`src/rtl/txgate_pkg.sv`:
```
package txgate_pkg;

    // Outcome of the memory-stage decision for one access.
    typedef enum logic [1:0] {
        DEC_PASS      = 2'd0,  // access proceeds normally
        DEC_HIT_PRED  = 2'd1,  // diverted, fetch already went to handler
        DEC_HIT_MISS  = 2'd2   // diverted, prediction missed: flush + redirect
    } dec_t;

    // Mode state carried between the mode tracker and the rest.
    typedef struct packed {
        logic enabled;
        logic hnd_active;
    } mode_t;

    function automatic logic dec_is_trig(input dec_t d);
        return (d == DEC_HIT_PRED) || (d == DEC_HIT_MISS);
    endfunction

    function automatic logic dec_is_miss(input dec_t d);
        return d == DEC_HIT_MISS;
    endfunction

endpackage

```
`src/rtl/txgate_mode.sv`:
```
module txgate_mode
    import txgate_pkg::*;
(
    input  logic  clk,
    input  logic  rst,
    input  logic  seg_start_i,
    input  logic  seg_end_i,
    input  logic  trig_i,
    input  logic  ret_i,
    output mode_t mode_o,
    output logic  ret_take_o
);

    mode_t mode_q;

    // A return counts only when a handler is running.
    assign ret_take_o = ret_i && mode_q.hnd_active;
    assign mode_o     = mode_q;

    always_ff @(posedge clk) begin
        if (rst) begin
            mode_q <= '0;
        end else begin
            // End wins over start when both retire together.
            if (seg_end_i)
                mode_q.enabled <= 1'b0;
            else if (seg_start_i)
                mode_q.enabled <= 1'b1;

            if (trig_i)
                mode_q.hnd_active <= 1'b1;
            else if (ret_take_o)
                mode_q.hnd_active <= 1'b0;
        end
    end

    AST_END_DISABLES: assert property (@(posedge clk) disable iff (rst)
        seg_end_i |=> !mode_q.enabled);

    AST_START_ENABLES: assert property (@(posedge clk) disable iff (rst)
        (seg_start_i && !seg_end_i) |=> mode_q.enabled);

    AST_HANDLER_AFTER_TRIG: assert property (@(posedge clk) disable iff (rst)
        trig_i |=> mode_q.hnd_active);

    AST_RET_ENDS_HANDLER: assert property (@(posedge clk) disable iff (rst)
        ret_take_o |=> !mode_q.hnd_active);

endmodule

```
`src/rtl/txgate_decide.sv`:
```
module txgate_decide
    import txgate_pkg::*;
(
    input  logic  clk,
    input  logic  rst,
    input  mode_t mode_i,
    input  logic  acc_valid_i,
    input  logic  shared_i,
    input  logic  sc_hit_i,
    input  logic  pred_i,
    output dec_t  dec_o
);

    logic eligible;

    always_comb begin
        eligible = acc_valid_i && mode_i.enabled && !mode_i.hnd_active
                   && shared_i && !sc_hit_i;
        if (!eligible)
            dec_o = DEC_PASS;
        else if (pred_i)
            dec_o = DEC_HIT_PRED;
        else
            dec_o = DEC_HIT_MISS;
    end

    AST_NO_TRIG_IN_HANDLER: assert property (@(posedge clk) disable iff (rst)
        mode_i.hnd_active |-> dec_o == DEC_PASS);

    AST_NO_TRIG_DISABLED: assert property (@(posedge clk) disable iff (rst)
        !mode_i.enabled |-> dec_o == DEC_PASS);

endmodule

```
`src/rtl/txgate_ctxregs.sv`:
```
module txgate_ctxregs #(
    parameter int AW  = 32,
    parameter int PCW = 32
) (
    input  logic           clk,
    input  logic           rst,
    input  logic           load_i,
    input  logic [AW-1:0]  addr_i,
    input  logic [PCW-1:0] pc_i,
    output logic [AW-1:0]  addr_o,
    output logic [PCW-1:0] pc_o
);

    always_ff @(posedge clk) begin
        if (rst) begin
            addr_o <= '0;
            pc_o   <= '0;
        end else if (load_i) begin
            addr_o <= addr_i;
            pc_o   <= pc_i;
        end
    end

    AST_SAVE_CAPTURE: assert property (@(posedge clk) disable iff (rst)
        load_i |=> (addr_o == $past(addr_i)) && (pc_o == $past(pc_i)));

    AST_SAVE_HOLD: assert property (@(posedge clk) disable iff (rst)
        !load_i |=> $stable(addr_o) && $stable(pc_o));

endmodule

```
`src/rtl/txgate_ctrl.sv`:
```
module txgate_ctrl
    import txgate_pkg::*;
#(
    parameter int              AW           = 32,
    parameter int              PCW          = 32,
    parameter int              STRIPE_LG    = 6,
    parameter logic [PCW-1:0]  HANDLER_BASE = 32'h0000_8000
) (
    input  logic                  clk,
    input  logic                  rst,
    input  logic                  seg_start_i,
    input  logic                  seg_end_i,
    input  logic                  ret_i,
    input  logic                  acc_valid_i,
    input  logic                  acc_store_i,
    input  logic                  shared_i,
    input  logic                  sc_hit_i,
    input  logic                  pred_i,
    input  logic [AW-1:0]         addr_i,
    input  logic [PCW-1:0]        pc_i,
    output logic                  trig_o,
    output logic                  flush_o,
    output logic                  redirect_o,
    output logic [PCW-1:0]        redirect_pc_o,
    output logic                  sc_ins_o,
    output logic [AW-STRIPE_LG-1:0] sc_stripe_o,
    output logic                  sc_write_o,
    output logic                  pt_upd_o,
    output logic [PCW-1:0]        pt_pc_o,
    output logic                  pt_pred_o,
    output logic [AW-1:0]         save_addr_o,
    output logic [PCW-1:0]        save_pc_o,
    output logic                  hnd_active_o
);

    localparam int SW = AW - STRIPE_LG;

    mode_t mode;
    dec_t  dec;
    logic  ret_take;
    logic  trig;
    logic  miss;

    txgate_decide u_decide (
        .clk         (clk),
        .rst         (rst),
        .mode_i      (mode),
        .acc_valid_i (acc_valid_i),
        .shared_i    (shared_i),
        .sc_hit_i    (sc_hit_i),
        .pred_i      (pred_i),
        .dec_o       (dec)
    );

    assign trig = dec_is_trig(dec);
    assign miss = dec_is_miss(dec);

    txgate_mode u_mode (
        .clk         (clk),
        .rst         (rst),
        .seg_start_i (seg_start_i),
        .seg_end_i   (seg_end_i),
        .trig_i      (trig),
        .ret_i       (ret_i),
        .mode_o      (mode),
        .ret_take_o  (ret_take)
    );

    txgate_ctxregs #(.AW(AW), .PCW(PCW)) u_ctx (
        .clk    (clk),
        .rst    (rst),
        .load_i (trig),
        .addr_i (addr_i),
        .pc_i   (pc_i),
        .addr_o (save_addr_o),
        .pc_o   (save_pc_o)
    );

    always_comb begin
        trig_o        = trig;
        flush_o       = miss;
        redirect_o    = miss || ret_take;
        redirect_pc_o = miss ? HANDLER_BASE : save_pc_o;
        sc_ins_o      = trig;
        sc_stripe_o   = addr_i[AW-1:STRIPE_LG];
        sc_write_o    = acc_store_i;
        pt_upd_o      = trig;
        pt_pc_o       = pc_i;
        pt_pred_o     = pred_i;
        hnd_active_o  = mode.hnd_active;
    end

    AST_FLUSH_ONE_CYCLE: assert property (@(posedge clk) disable iff (rst)
        flush_o |=> !flush_o);

    AST_PRED_NO_FLUSH: assert property (@(posedge clk) disable iff (rst)
        (trig_o && pred_i) |-> !flush_o && !redirect_o);

    AST_TABLES_TOGETHER: assert property (@(posedge clk) disable iff (rst)
        sc_ins_o |-> pt_upd_o);

    AST_TRIG_NEEDS_SHARED: assert property (@(posedge clk) disable iff (rst)
        trig_o |-> shared_i && !sc_hit_i && acc_valid_i);

    AST_RESET_QUIET: assert property (@(posedge clk)
        $past(rst) |-> !hnd_active_o && save_pc_o == '0);

endmodule

```
`config.mk`:
```
export PLATFORM = sky130hd
export DESIGN_NAME = txgate_ctrl
export DESIGN_NICKNAME = d
export VERILOG_FILES = /design/src/rtl/txgate_pkg.sv /design/src/rtl/txgate_mode.sv /design/src/rtl/txgate_decide.sv /design/src/rtl/txgate_ctxregs.sv /design/src/rtl/txgate_ctrl.sv
export SDC_FILE = /design/constraint.sdc
export NUM_CORES = 1
export LEC_CHECK = 0
export BUFFER_PORTS_ARGS = -buffer_cell sky130_fd_sc_hd__buf_2
export CORE_MARGIN = 2
export CORE_UTILIZATION = 43
export DETAILED_ROUTE_END_ITERATION = 8
export PLACE_DENSITY = 0.8
export RECOVER_POWER = 25
export SLEW_MARGIN = 25
export SYNTH_ARGS = -nofsm -noshare
export SYNTH_HDL_FRONTEND = slang
export SYNTH_SLANG_ARGS = --single-unit
```
`constraint.sdc`:
```
create_clock -name clk -period 1.3 [get_ports clk]
set_input_delay 0.13 -clock clk [delete_from_list [all_inputs] [get_ports clk]]
set_output_delay 0.13 -clock clk [all_outputs]
set_load 0.005 [all_outputs]
```
-- Word level (Yosys, flattened, before mapping)
Index checks and enable logic that the tools add are counted.
- register bits after elaboration: 66
- word-level logic and storage cells: 22
- bits of input ports: 74
- reductions and logical operators: 11
- muxes and demuxes: 5
- eq/ne operators: 2
- operators by type and width (cell ; count):
    $mux W32 ; 1
    $logic_and A1 B1 Y1 ; 5
    $mux W2 ; 2
    $eq A2 B1 Y1 const B ; 1
    $eq A2 B2 Y1 const B ; 1
    $logic_not A1 Y1 ; 2
    $logic_or A1 B1 Y1 ; 2
    $mux W1 ; 2
    $reduce_bool A2 Y1 ; 1
    $reduce_or A2 Y1 ; 1

-- Depth between registers and ports, before layout
Gate-level depths: netlist of the first run.
- word-level depth: 8
- depth in mapped cells: 5
- mapped depth without buffers: 3

-- Modules after synthesis
From an unflattened synthesis of the first run, not the netlist that was laid out.
- cells, all modules: 319
- area total of the unflattened synthesis: 3118.0 µm²
- modules (own cells, without submodules) (module ; cells each ; times used ; area each (µm²) ; sequential area each (µm²)):
    txgate_ctxregs ; 206 ; 1 ; 2290.9 ; 1281.2
    txgate_ctrl ; 101 ; 1 ; 713.2 ; 0.0
    txgate_mode ; 8 ; 1 ; 75.1 ; 40.0
    txgate_decide ; 4 ; 1 ; 38.8 ; 0.0

-- Worst setup path before layout of the first run
Ideal clock, no wire load.
- kind: reg-to-reg
- start point: register u_mode.mode_q, in the netlist u_mode.mode_o[0]
- end point: register u_ctx.addr_o[0]
- slack: 0.069 ns
- setup time: 0.072 ns
- cell stages (with the launch flop): 6
- arrival: 1.159 ns
- cells stage by stage: dfxtp_1 -> nand2b_4 -> nor3_2 -> buf_6 -> buf_8 -> mux2i_1
- cells in the longest elaborated chain, start to end: 7
- ends and longest elaborated chain (what ; line ; RTL):
    start, declared ; txgate_mode.sv:14 ; mode_t mode_q;
    $logic_not A1 Y1 (*) ; txgate_decide.sv:17 ; eligible = acc_valid_i && mode_i.enabled && !mode_i.hnd_active
    $logic_and A1 B1 Y1 (*) ; txgate_decide.sv:17 ;
    $logic_and A1 B1 Y1 (*) (2 in series) ; txgate_decide.sv:18 ; && shared_i && !sc_hit_i;
    $mux W2 (*) ; txgate_decide.sv:19 ; if (!eligible)
    $eq A2 B1 Y1 or $eq A2 B2 Y1 (tied branches) ; txgate_pkg.sv:17 ; return (d == DEC_HIT_PRED) || (d == DEC_HIT_MISS);
    $logic_or A1 B1 Y1 (*) ; txgate_pkg.sv:17 ;
    end signal, assigned ; txgate_ctxregs.sv:19 ; addr_o <= addr_i;
    end, declared ; txgate_ctxregs.sv:10 ; output logic [AW-1:0] addr_o,
Mark *: on every way between the ends. The rest lies on a longest branch, timed or not.
A chain may end at the register's enable or synchronous reset.

-- Worst setup path after layout of the first run
- start point: register u_mode.mode_q, in the netlist u_mode.mode_o[0]
- end point: output redirect_pc_o[15]
- cells in the longest elaborated chain, start to end: 7
- ends and longest elaborated chain (what ; line ; RTL):
    $logic_not A1 Y1 ; txgate_decide.sv:17 ;
    $logic_and A1 B1 Y1 ; txgate_decide.sv:17 ;
    $logic_and A1 B1 Y1 (2 in series) ; txgate_decide.sv:18 ;
    $mux W2 ; txgate_decide.sv:19 ;
    $eq A2 B2 Y1 ; txgate_pkg.sv:21 ; return d == DEC_HIT_MISS;
    $mux W32 ; txgate_ctrl.sv:83 ; redirect_pc_o = miss ? HANDLER_BASE : save_pc_o;
    end, declared ; txgate_ctrl.sv:24 ; output logic [PCW-1:0] redirect_pc_o,
No other way between the ends.

==> results of run 1 <==
## final cells by class
class                   instances  area, sq um  area share
multi-input cells             233         1790       0.346
repair buffers                265         1740       0.336
flip-flops and latches         66         1320       0.256
clock buffers                  12          145      0.0281
well taps                     105          131      0.0254
clock inverters                 3         40.0     0.00775
## critical path: stages (launching register included)
cell      delay, ns
dfxtp_2        0.33
nand2b_4       0.14
nor4_4         0.04
buf_6          0.14
buf_12         0.13
or2_2          0.26
buf_2          0.13
## registers in the layout, summed over array words and instances (netlist names)
signal / cells
u_ctx.pc_o: 32
u_mode.mode_o: 2
u_ctx.addr_o: 32
## kinds of logic (layout without fill, tap and decap cells)
group,count (synthesis),in the layout,share of synthesized area
AOI/OAI and AO/OA,2,2,0.00478
buffers and inverters,86,280,0.169
DFF,66,66,0.361
muxes,64,64,0.175
and+or+nand+nor,167,167,0.291
## worst max path at each step
stage / start / depth (start not counted) / to / slack (ns)
floorplan: u_mode.mode_o[0] / 5 / u_ctx.addr_o[0] / 0.07
global placement: u_mode.mode_o[0] / 5 / redirect_pc_o[15] / 0.04
detailed placement: u_mode.mode_o[0] / 5 / u_ctx.addr_o[31] / -0.01
CTS: u_mode.mode_o[0] / 5 / redirect_pc_o[15] / -0.33
global route: u_mode.mode_o[0] / 6 / redirect_pc_o[15] / -0.41
finish: u_mode.mode_o[0] / 6 / redirect_pc_o[15] / -0.33
## through the flow
step | cell area, sq um | cells | hold slack (ns)
2_1_floorplan | 3660 | 385 | 0.209
3_3_place_gp | 4510 | 650 | 0.260
3_5_place_dp | 4510 | 650 | 0.260
4_1_cts | 4950 | 677 | 0.0379
5_1_grt | 5170 | 684 | 0.0299
6_report | 5170 | 684 | 0.0507
## repair_timing
action / CTS / global route
hold buffers: 1 / 0
hold endpoints to repair: 1 / 0
resized for setup: 26 / 19
buffers inserted: 8 / 3
endpoints found under the setup margin: 42 / 102
cloned: 3 / 6
pin swaps: 1 / 2
## cells in the final DEF, fill, tap and decap left out, drive strengths merged
master | synthesis | routed
dlygate4sd3 | 0 | 1
nor2b | 32 | 32
nor2 | 1 | 1
mux2i | 64 | 64
nor4 | 1 | 1
nor3 | 2 | 2
buf | 72 | 243
dfxtp | 66 | 66
bufinv | 0 | 1
nand2b | 129 | 129
nand2 | 1 | 1
o21ba | 1 | 1
clkbuf | 14 | 33
or2 | 1 | 1
a21o | 1 | 1
clkinv | 0 | 2
## metal layers
metal	GRT usage	up-vias	part of all wire
li1	-	1539	-
met1	0.176	1439	0.37
met2	0.327	145	0.54
met3	0.0548	7	0.073
met4	0.0669	0	0.011
met5	0	-	0
## power by group through the flow
stage               Sequential [W]  Clock, W  Combinational (W)
floorplan                  0.00210         0           0.000338
global placement           0.00210         0           0.000486
detailed placement         0.00210         0           0.000495
CTS                        0.00205   0.00173           0.000524
global route               0.00205   0.00183           0.000582
finish                     0.00205   0.00166           0.000529
==> metrics.md, run 1 <==
| Metric | Value |
|---|---|
| Final Wtd Congestion | `roughly 0.74` |
| Fin crit period | `1.63 ns` |
| Clock Skew | `0.0107 ns` |
| Pwr Total | `about 0.0042 W` |
| WL/cell | `~14 microns` |
| Area leader, netlist | `dfxtp_1` |
| Synth top cells by count | `nand2b_1, dfxtp_1, buf_4, mux2i_1, nor2b_1` |
| Via count | `3130` |
| Max Cap Viol | `0` |
| Int Pwr | `roughly 0.0033 W` |
| Flop pwr share | `0.484` |
| Post-synth EDFFs | `0` |
| Syn Area/Cell | `about 9.5 sq um` |
| PD cells | `about 820 mW/mm^2` |
| Via density | `roughly 4.6` |
| Clock Power Share | `0.392` |
| Synth async-reset ratio | `0` |
| Synth-to-Final Area Change | `41.0%` |
| NumNets Final | `about 650` |
| PortBufs | `233` |
| Clk pin slew, worst setup/hold paths | `roughly 0.070 ns` |
| R2R depth | `7` |
| Vias in the first global route | `between 2000 and 3000` |
| CTS Buffer Depth | `2` |
| Yosys cell types | `18` |
| Switching pwr | `slightly below 0.001 W` |
| Antenna violations before repair | `0` |
| Die ar. | `0.00927 sq mm` |
| Final Max Slew Viols | `0` |
| Post-Syn Instances | `slightly below 400` |
| Post-DP HPWL | `around 6.4 mm` |
| Yosys Warn Count | `0` |
| Placement Setup Slack | `-0.0124 ns` |
| ANT nets after route | `0` |
| Setup crit start kind | `register` |
| DRC Markers | `0` |
| GRT Resource Usage Total | `0.173` |
| RSZ-0062 raised after global routing | `yes` |
| Cts bufs inserted | `9` |
| Largest net degree at the start of global routing | `68` |
| Clock sinks | `between 60 and 70` |
| Synth area leaders | `dfxtp_1, nand2b_1, mux2i_1, buf_4, nor2b_1` |
| Grt ovf | `0` |
| Crit path kind | `register to output pin` |
| Finished Core Util | `0.626` |
| Fraction of layout instances using a drive strength above 1 | `0.477` |
| Failing checks | `negative setup slack` |
| Worst r2r src | `u_mode.mode_o[0]` |
| Root buf cell | `clkbuf_8` |
| Max VDD drop | `roughly 0.57 mV` |
| Worst relative slew slack | `0.855` |
| Die Height | `between 90 and 100 microns` |
| Register area share after synthesis | `0.361` |
| WHS Path Cells | `3` |
| First DRT Iteration DRCs | `54` |
| Main flop type after synthesis | `dfxtp_1` |
| Outcome | `finished with violations` |
| Max H-tree Level | `3` |
| R2R setup slack | `-0.19 ns` |
| 1st-pass router iterations | `4` |
| Final period util | `1.25` |
| Final WS setup | `-0.329 ns` |
| Setup_tns | `-15.86 ns` |
| CP max FO | `5` |
| Post-synthesis cell area | `0.00366 sq mm` |
| Diode count | `0` |
| Sw frac | `0.230` |
| Hold EP | `u_ctx.pc_o[30]` |
| Core area | `slightly above 0.008 sq mm` |
| Critical Path AT | `roughly 1.5 ns` |
| Die Wd | `between 90 and 100 microns` |
| IO Count | `~240` |
| HP Start | `pc_i[30]` |
| Post-Route WL | `~9.3 mm` |
| CTS tree | `built` |
| Fill cells | `751` |
| Num rows | `33` |
| Max Fclk | `roughly 0.6 GHz` |
| Combinational power share | `0.125` |
| Register bit total from synthesis | `between 60 and 70` |
| Starting Density | `0.444` |
| Hold crit path type | `input port to register` |
| R2r endpoint | `u_ctx.addr_o[31]` |
| CP Capture Type | `output pin` |
| CP required | `1.17 ns` |
| Leak pwr | `2.46 nW` |
| Syn nets | `around 460` |
| First-pass GRT wire length | `12.3 mm` |
| Most common cell in the netlist | `nand2b_1` |
| Share of the synthesized area in the top cell type | `0.361` |
| Least-Margin Pin Slew | `between 0.2 and 0.25 ns` |
| Clock latency at the later pin of the worst-skew pair | `roughly 0.33 ns` |
| Final Setup Violations | `95` |
| Final hold viol count | `0` |
(Power assumes the default switching activity.)
==> inputs of run 2 (changes only) <==
Settings changed: CTS_BUF_LIST from default to sky130_fd_sc_hd__clkbuf_16.
==> run 2 against run 1 <==
The flow still finishes with violations (negative setup slack); non-clock buffer count shrank 4; via count shrank 1.2%; maximum frequency grew 0.96%; flip-flop and latch count is the same; combinational power shrank 2%; first-iteration DRC count grew 9.3%; clock-buffer cell count shrank 3; utilization grew 0.21 points; final cell count shrank 0.58%; largest power group is now the clock network.
==> metrics.md, run 2 (synthesis results as in run 1) <==
| Metric | Value |
|---|---|
| IO Count | `about 240` |
| Clk pin slew, worst setup/hold paths | `roughly 0.05 ns` |
| Fin crit period | `~1.6 ns` |
| RSZ-0062 raised after global routing | `yes` |
| Root buf cell | `clkbuf_16` |
| Final Setup Violations | `93` |
| Final period util | `1.24` |
| Setup crit start kind | `register` |
| Die Height | `96.3 microns` |
| NumNets Final | `645` |
| Least-Margin Pin Slew | `0.217 ns` |
| Final WS setup | `-0.313 ns` |
| CP Capture Type | `output pin` |
| Diode count | `0` |
| CTS Buffer Depth | `2` |
| Placed inst area | `0.00451 sq mm` |
| WL/cell | `about 13 microns` |
| Clock latency at the later pin of the worst-skew pair | `about 0.32 ns` |
| Finished Cell Area | `0.00518 sq mm` |
| PD cells | `between 900 and 1000 mW/mm^2` |
| Clock sinks | `66` |
| Most frequent cells in the layout | `buf_2, nand2b_1, mux2i_1, dfxtp_1, nor2b_1` |
| Most common cell after layout, fill and taps aside | `buf_2` |
| Critical Path AT | `between 1 and 1.5 ns` |
| CTS tree | `built` |
| Outcome | `finished with violations` |
| DRC Markers | `0` |
| Grt ovf | `0` |
| Final Wtd Congestion | `0.736` |
| Final Max Slew Viols | `0` |
| Via count | `3093` |
| Num rows | `33` |
| Core area | `slightly above 0.008 sq mm` |
| Die ar. | `around 0.0093 sq mm` |
| Max VDD drop | `between 0.6 and 0.7 mV` |
| GRT Resource Usage Total | `0.169` |
| Pwr Total | `between 0.004 and 0.005 W` |
| First-pass GRT wire length | `around 12 mm` |
| Hold crit path type | `input port to register` |
| PortBufs | `around 230` |
| Leak pwr | `2.48 nW` |
| Worst relative slew slack | `0.855` |
| Starting Density | `0.444` |
| First DRT Iteration DRCs | `59` |
| Final hold viol count | `0` |
| Finished Core Util | `0.628` |
| Crit path kind | `register to output pin` |
| Max H-tree Level | `3` |
| Antenna violations before repair | `0` |
| CP required | `1.17 ns` |
| Largest net degree at the start of global routing | `a little under 70` |
| Clock Skew | `around 0.006 ns` |
| CP max FO | `5` |
| 1st-pass router iterations | `4` |
| Hold slack | `between 0.06 and 0.07 ns` |
| Post-DP HPWL | `6.41 mm` |
| Post-Route WL | `9.05 mm` |
| Via density | `4.55` |
| Placement Setup Slack | `-0.0124 ns` |
| Vias in the first global route | `about 2700` |
| Max Fclk | `roughly 0.62 GHz` |
| Synth-to-Final Area Change | `41.5%` |
| Cts bufs inserted | `9` |
| Max Cap Viol | `0` |
| Fraction of layout instances using a drive strength above 1 | `0.471` |
| Failing checks | `negative setup slack` |
| ANT nets after route | `0` |
| Die Wd | `between 90 and 100 microns` |
==> run 2: report_power, final <==
part	internal (W)	leakage (nW)	switching, W
sequential	0.00204	0.533	0.0000126
clock	0.00144	0.145	0.000805
combinational	0.000299	1.80	0.000222
==> run 2: final timing paths <==
check | from | end | slack, ns | depth (start not counted)
max | u_mode.mode_o[0] | redirect_pc_o[15] | -0.31 | 6
min | pc_i[30] | u_ctx.pc_o[30] | 0.07 | 3
min reg2reg | u_ctx.addr_o[3] | u_ctx.addr_o[3] | 0.47 | 2
max reg2reg | u_mode.mode_o[0] | u_ctx.addr_o[31] | -0.18 | 7
==> run 2: critical path, stage by stage (launching register included) <==
cell	delay, ns
dfxtp_2	0.32
nand2b_4	0.14
nor4_4	0.04
buf_6	0.14
buf_12	0.13
or2_2	0.26
buf_2	0.13
==> run 2: final cells by class <==
cell class / instances / area, sq um
clock buffers: 9 / 225
clock inverters: 6 / 51.3
well taps: 105 / 131
repair buffers: 261 / 1670
fillers: 729 / 3070
multi-input cells: 233 / 1780
flip-flops and latches: 66 / 1320
==> run 2: per-stage QoR <==
step	TNS (ns)	std cells
detailed placement	-0.0124	650
global route	-21.88	680
global placement	0	650
floorplan	0	385
finish	-14.29	680
CTS	-17.99	674
==> run 2: what timing repair did <==
item	4_1_cts	5_1_grt
hold endpoints to repair	1	0
cloned	2	5
buffers inserted	6	1
gates resized for setup	24	13
pin swaps	1	1
setup endpoints to repair	39	102
hold buffers	1	0
==> run 2: routing by layer <==
metal / wire length (microns) / GRT usage / vias up
met3: 680 / 0.0478 / 10
li1: - / - / 1539
met1: 3490 / 0.174 / 1404
met5: 0 / 0 / -
met4: 132 / 0.0704 / 0
met2: 4750 / 0.319 / 140
==> inputs of run 3 (changes only) <==
Settings changed: GPL_ROUTABILITY_DRIVEN from default to 1, SKIP_LAST_GASP from default to 1.
==> run 3 against run 2 <==
The flow still finishes with violations (negative setup slack); final cell count up 0.88%; worst hold slack about the same; routed wire length up 2.7%; sequential share of layout area down 0.42 points; die area unchanged; via count up 1.1%; clock skew up 0.00078 ns; critical endpoint unchanged.
==> metrics.md, run 3 (synthesis results as in run 1) <==
| Metric | Value |
|---|---|
| Outcome | `finished with violations` |
| Failing checks | `negative setup slack` |
| Post-Route WL | `approximately 9.3 mm` |
| IO Count | `between 200 and 250` |
| Clock Skew | `just under 0.007 ns` |
| Die Wd | `between 90 and 100 microns` |
| GRT Resource Usage Total | `0.169` |
| RSZ-0062 raised after global routing | `yes` |
| DRC Markers | `0` |
| Max Fclk | `slightly above 0.6 GHz` |
| Register area | `0.00132 sq mm` |
| Int Pwr | `0.00379 W` |
| Diode count | `0` |
| Least-Margin Pin Slew | `0.218 ns` |
| Die ar. | `approximately 0.0093 sq mm` |
| Pwr Total | `0.00484 W` |
| Switching pwr | `~0.0011 W` |
| Multi-input gate area | `about 0.0018 sq mm` |
| Cts bufs inserted | `9` |
| CP required | `1.17 ns` |
| Top sig layer | `met4` |
| Placement Setup Slack | `-0.0124 ns` |
| Final WS setup | `-0.321 ns` |
| Fraction of layout instances using a drive strength above 1 | `0.477` |
| PD cells | `approximately 900 mW/mm^2` |
| CTS Buffer Depth | `2` |
| Max Cap Viol | `0` |
| Fin crit period | `approximately 1.6 ns` |
| Antenna violations before repair | `0` |
| Sw frac | `0.217` |
| Via density | `between 4 and 5` |
| Core area | `0.00826 sq mm` |
| Vias in the first global route | `about 2700` |
| Die Height | `about 96 microns` |
| Combinational power share | `0.109` |
| Worst relative slew slack | `0.854` |
| Hold slack | `about 0.065 ns` |
| First-pass GRT wire length | `between 10 and 15 mm` |
| PortBufs | `233` |
| Met2 WL | `between 4 and 5 mm` |
| Root buf cell | `clkbuf_16` |
| WL/cell | `approximately 14 microns` |
| Final Max Slew Viols | `0` |
| Starting Density | `0.444` |
| Fill cells | `between 700 and 800` |
| Grt ovf | `0` |
| Most frequent cells in the layout | `buf_2, nand2b_1, mux2i_1, dfxtp_1, nor2b_1` |
| Setup crit start kind | `register` |
| NumNets Final | `around 650` |
| Met3 Wirelength | `650 microns` |
| 1st-pass router iterations | `4` |
| CTS tree | `built` |
| Final period util | `1.25` |
| Hold crit path type | `input port to register` |
| First DRT Iteration DRCs | `58` |
| CP Capture Type | `output pin` |
| Num rows | `33` |
| Final hold viol count | `0` |
| Clock Power Share | `0.466` |
| Max H-tree Level | `3` |
| Post-DP HPWL | `6.41 mm` |
| Most common cell after layout, fill and taps aside | `buf_2` |
| Final Setup Violations | `a little over 100` |
| Routed met1 length | `approximately 3.6 mm` |
| Synth-to-Final Area Change | `43.9%` |
| Clock sinks | `66` |
| Clock latency at the later pin of the worst-skew pair | `roughly 0.32 ns` |
| Max VDD drop | `0.623 mV` |
| Clk pin slew, worst setup/hold paths | `0.05 ns` |
| CP max FO | `5` |
| Final Wtd Congestion | `approximately 0.74` |
| Via count | `roughly 3100` |
| Crit path kind | `register to output pin` |
| Flop pwr share | `0.425` |
| Critical Path AT | `approximately 1.5 ns` |
| Leak pwr | `between 2 and 3 nW` |
| Largest net degree at the start of global routing | `between 60 and 70` |
| ANT nets after route | `0` |
## run 3: power by group through the flow
stage / clock network [W] / registers, W / logic, W
2_1_floorplan: 0 / 0.00210 / 0.000338
3_3_place_gp: 0 / 0.00210 / 0.000486
3_5_place_dp: 0 / 0.00210 / 0.000495
4_1_cts: 0.00232 / 0.00206 / 0.000516
5_1_grt: 0.00242 / 0.00206 / 0.000583
6_report: 0.00226 / 0.00206 / 0.000529
## run 3: final cells by class
class,count,area share
Tap cell,105,0.0249
Timing Repair Buffer,267,0.332
Clock buffer,9,0.0427
Clock inverter,6,0.00973
Sequential cell,66,0.251
Multi-Input combinational cell,233,0.339
## run 3: through the flow
stage	util	area, sq um	TNS [ns]	instances
floorplan	-	3660	0	385
global placement	0.546	4510	0	650
detailed placement	0.546	4510	-0.0124	650
CTS	0.600	4950	-22.65	674
global route	0.638	5270	-23.47	686
finish	0.638	5270	-16.38	686
## run 3: layer usage
| layer | GRT usage | vias to the layer above |
|---|---|---|
| met5 | 0 | - |
| met3 | 0.0478 | 10 |
| li1 | - | 1549 |
| met2 | 0.319 | 140 |
| met1 | 0.174 | 1428 |
| met4 | 0.0704 | 0 |
## run 3: path summary, 6_finish.rpt
kind | to | from | depth (start not counted) | slack (ns)
setup reg to reg | u_ctx.addr_o[13] | u_mode.mode_o[0] | 8 | -0.19
setup / recovery | redirect_pc_o[15] | u_mode.mode_o[0] | 6 | -0.32
hold reg to reg | u_ctx.addr_o[3] | u_ctx.addr_o[3] | 2 | 0.47
hold / removal | u_ctx.pc_o[30] | pc_i[30] | 3 | 0.06
## run 3: repair_timing
action	4_1_cts	5_1_grt
hold buffers	1	0
pin swaps	1	2
endpoints found under the hold margin	1	0
setup buffers	6	6
endpoints found under the setup margin	39	102
resized for setup	9	33
gates cloned	2	7
## run 3: worst max-delay path, cell delays in order (launching register included)
cell	delay, ns
dfxtp_2	0.33
nand2b_4	0.15
nor4_4	0.04
buf_6	0.14
buf_12	0.13
or2_2	0.26
buf_2	0.13
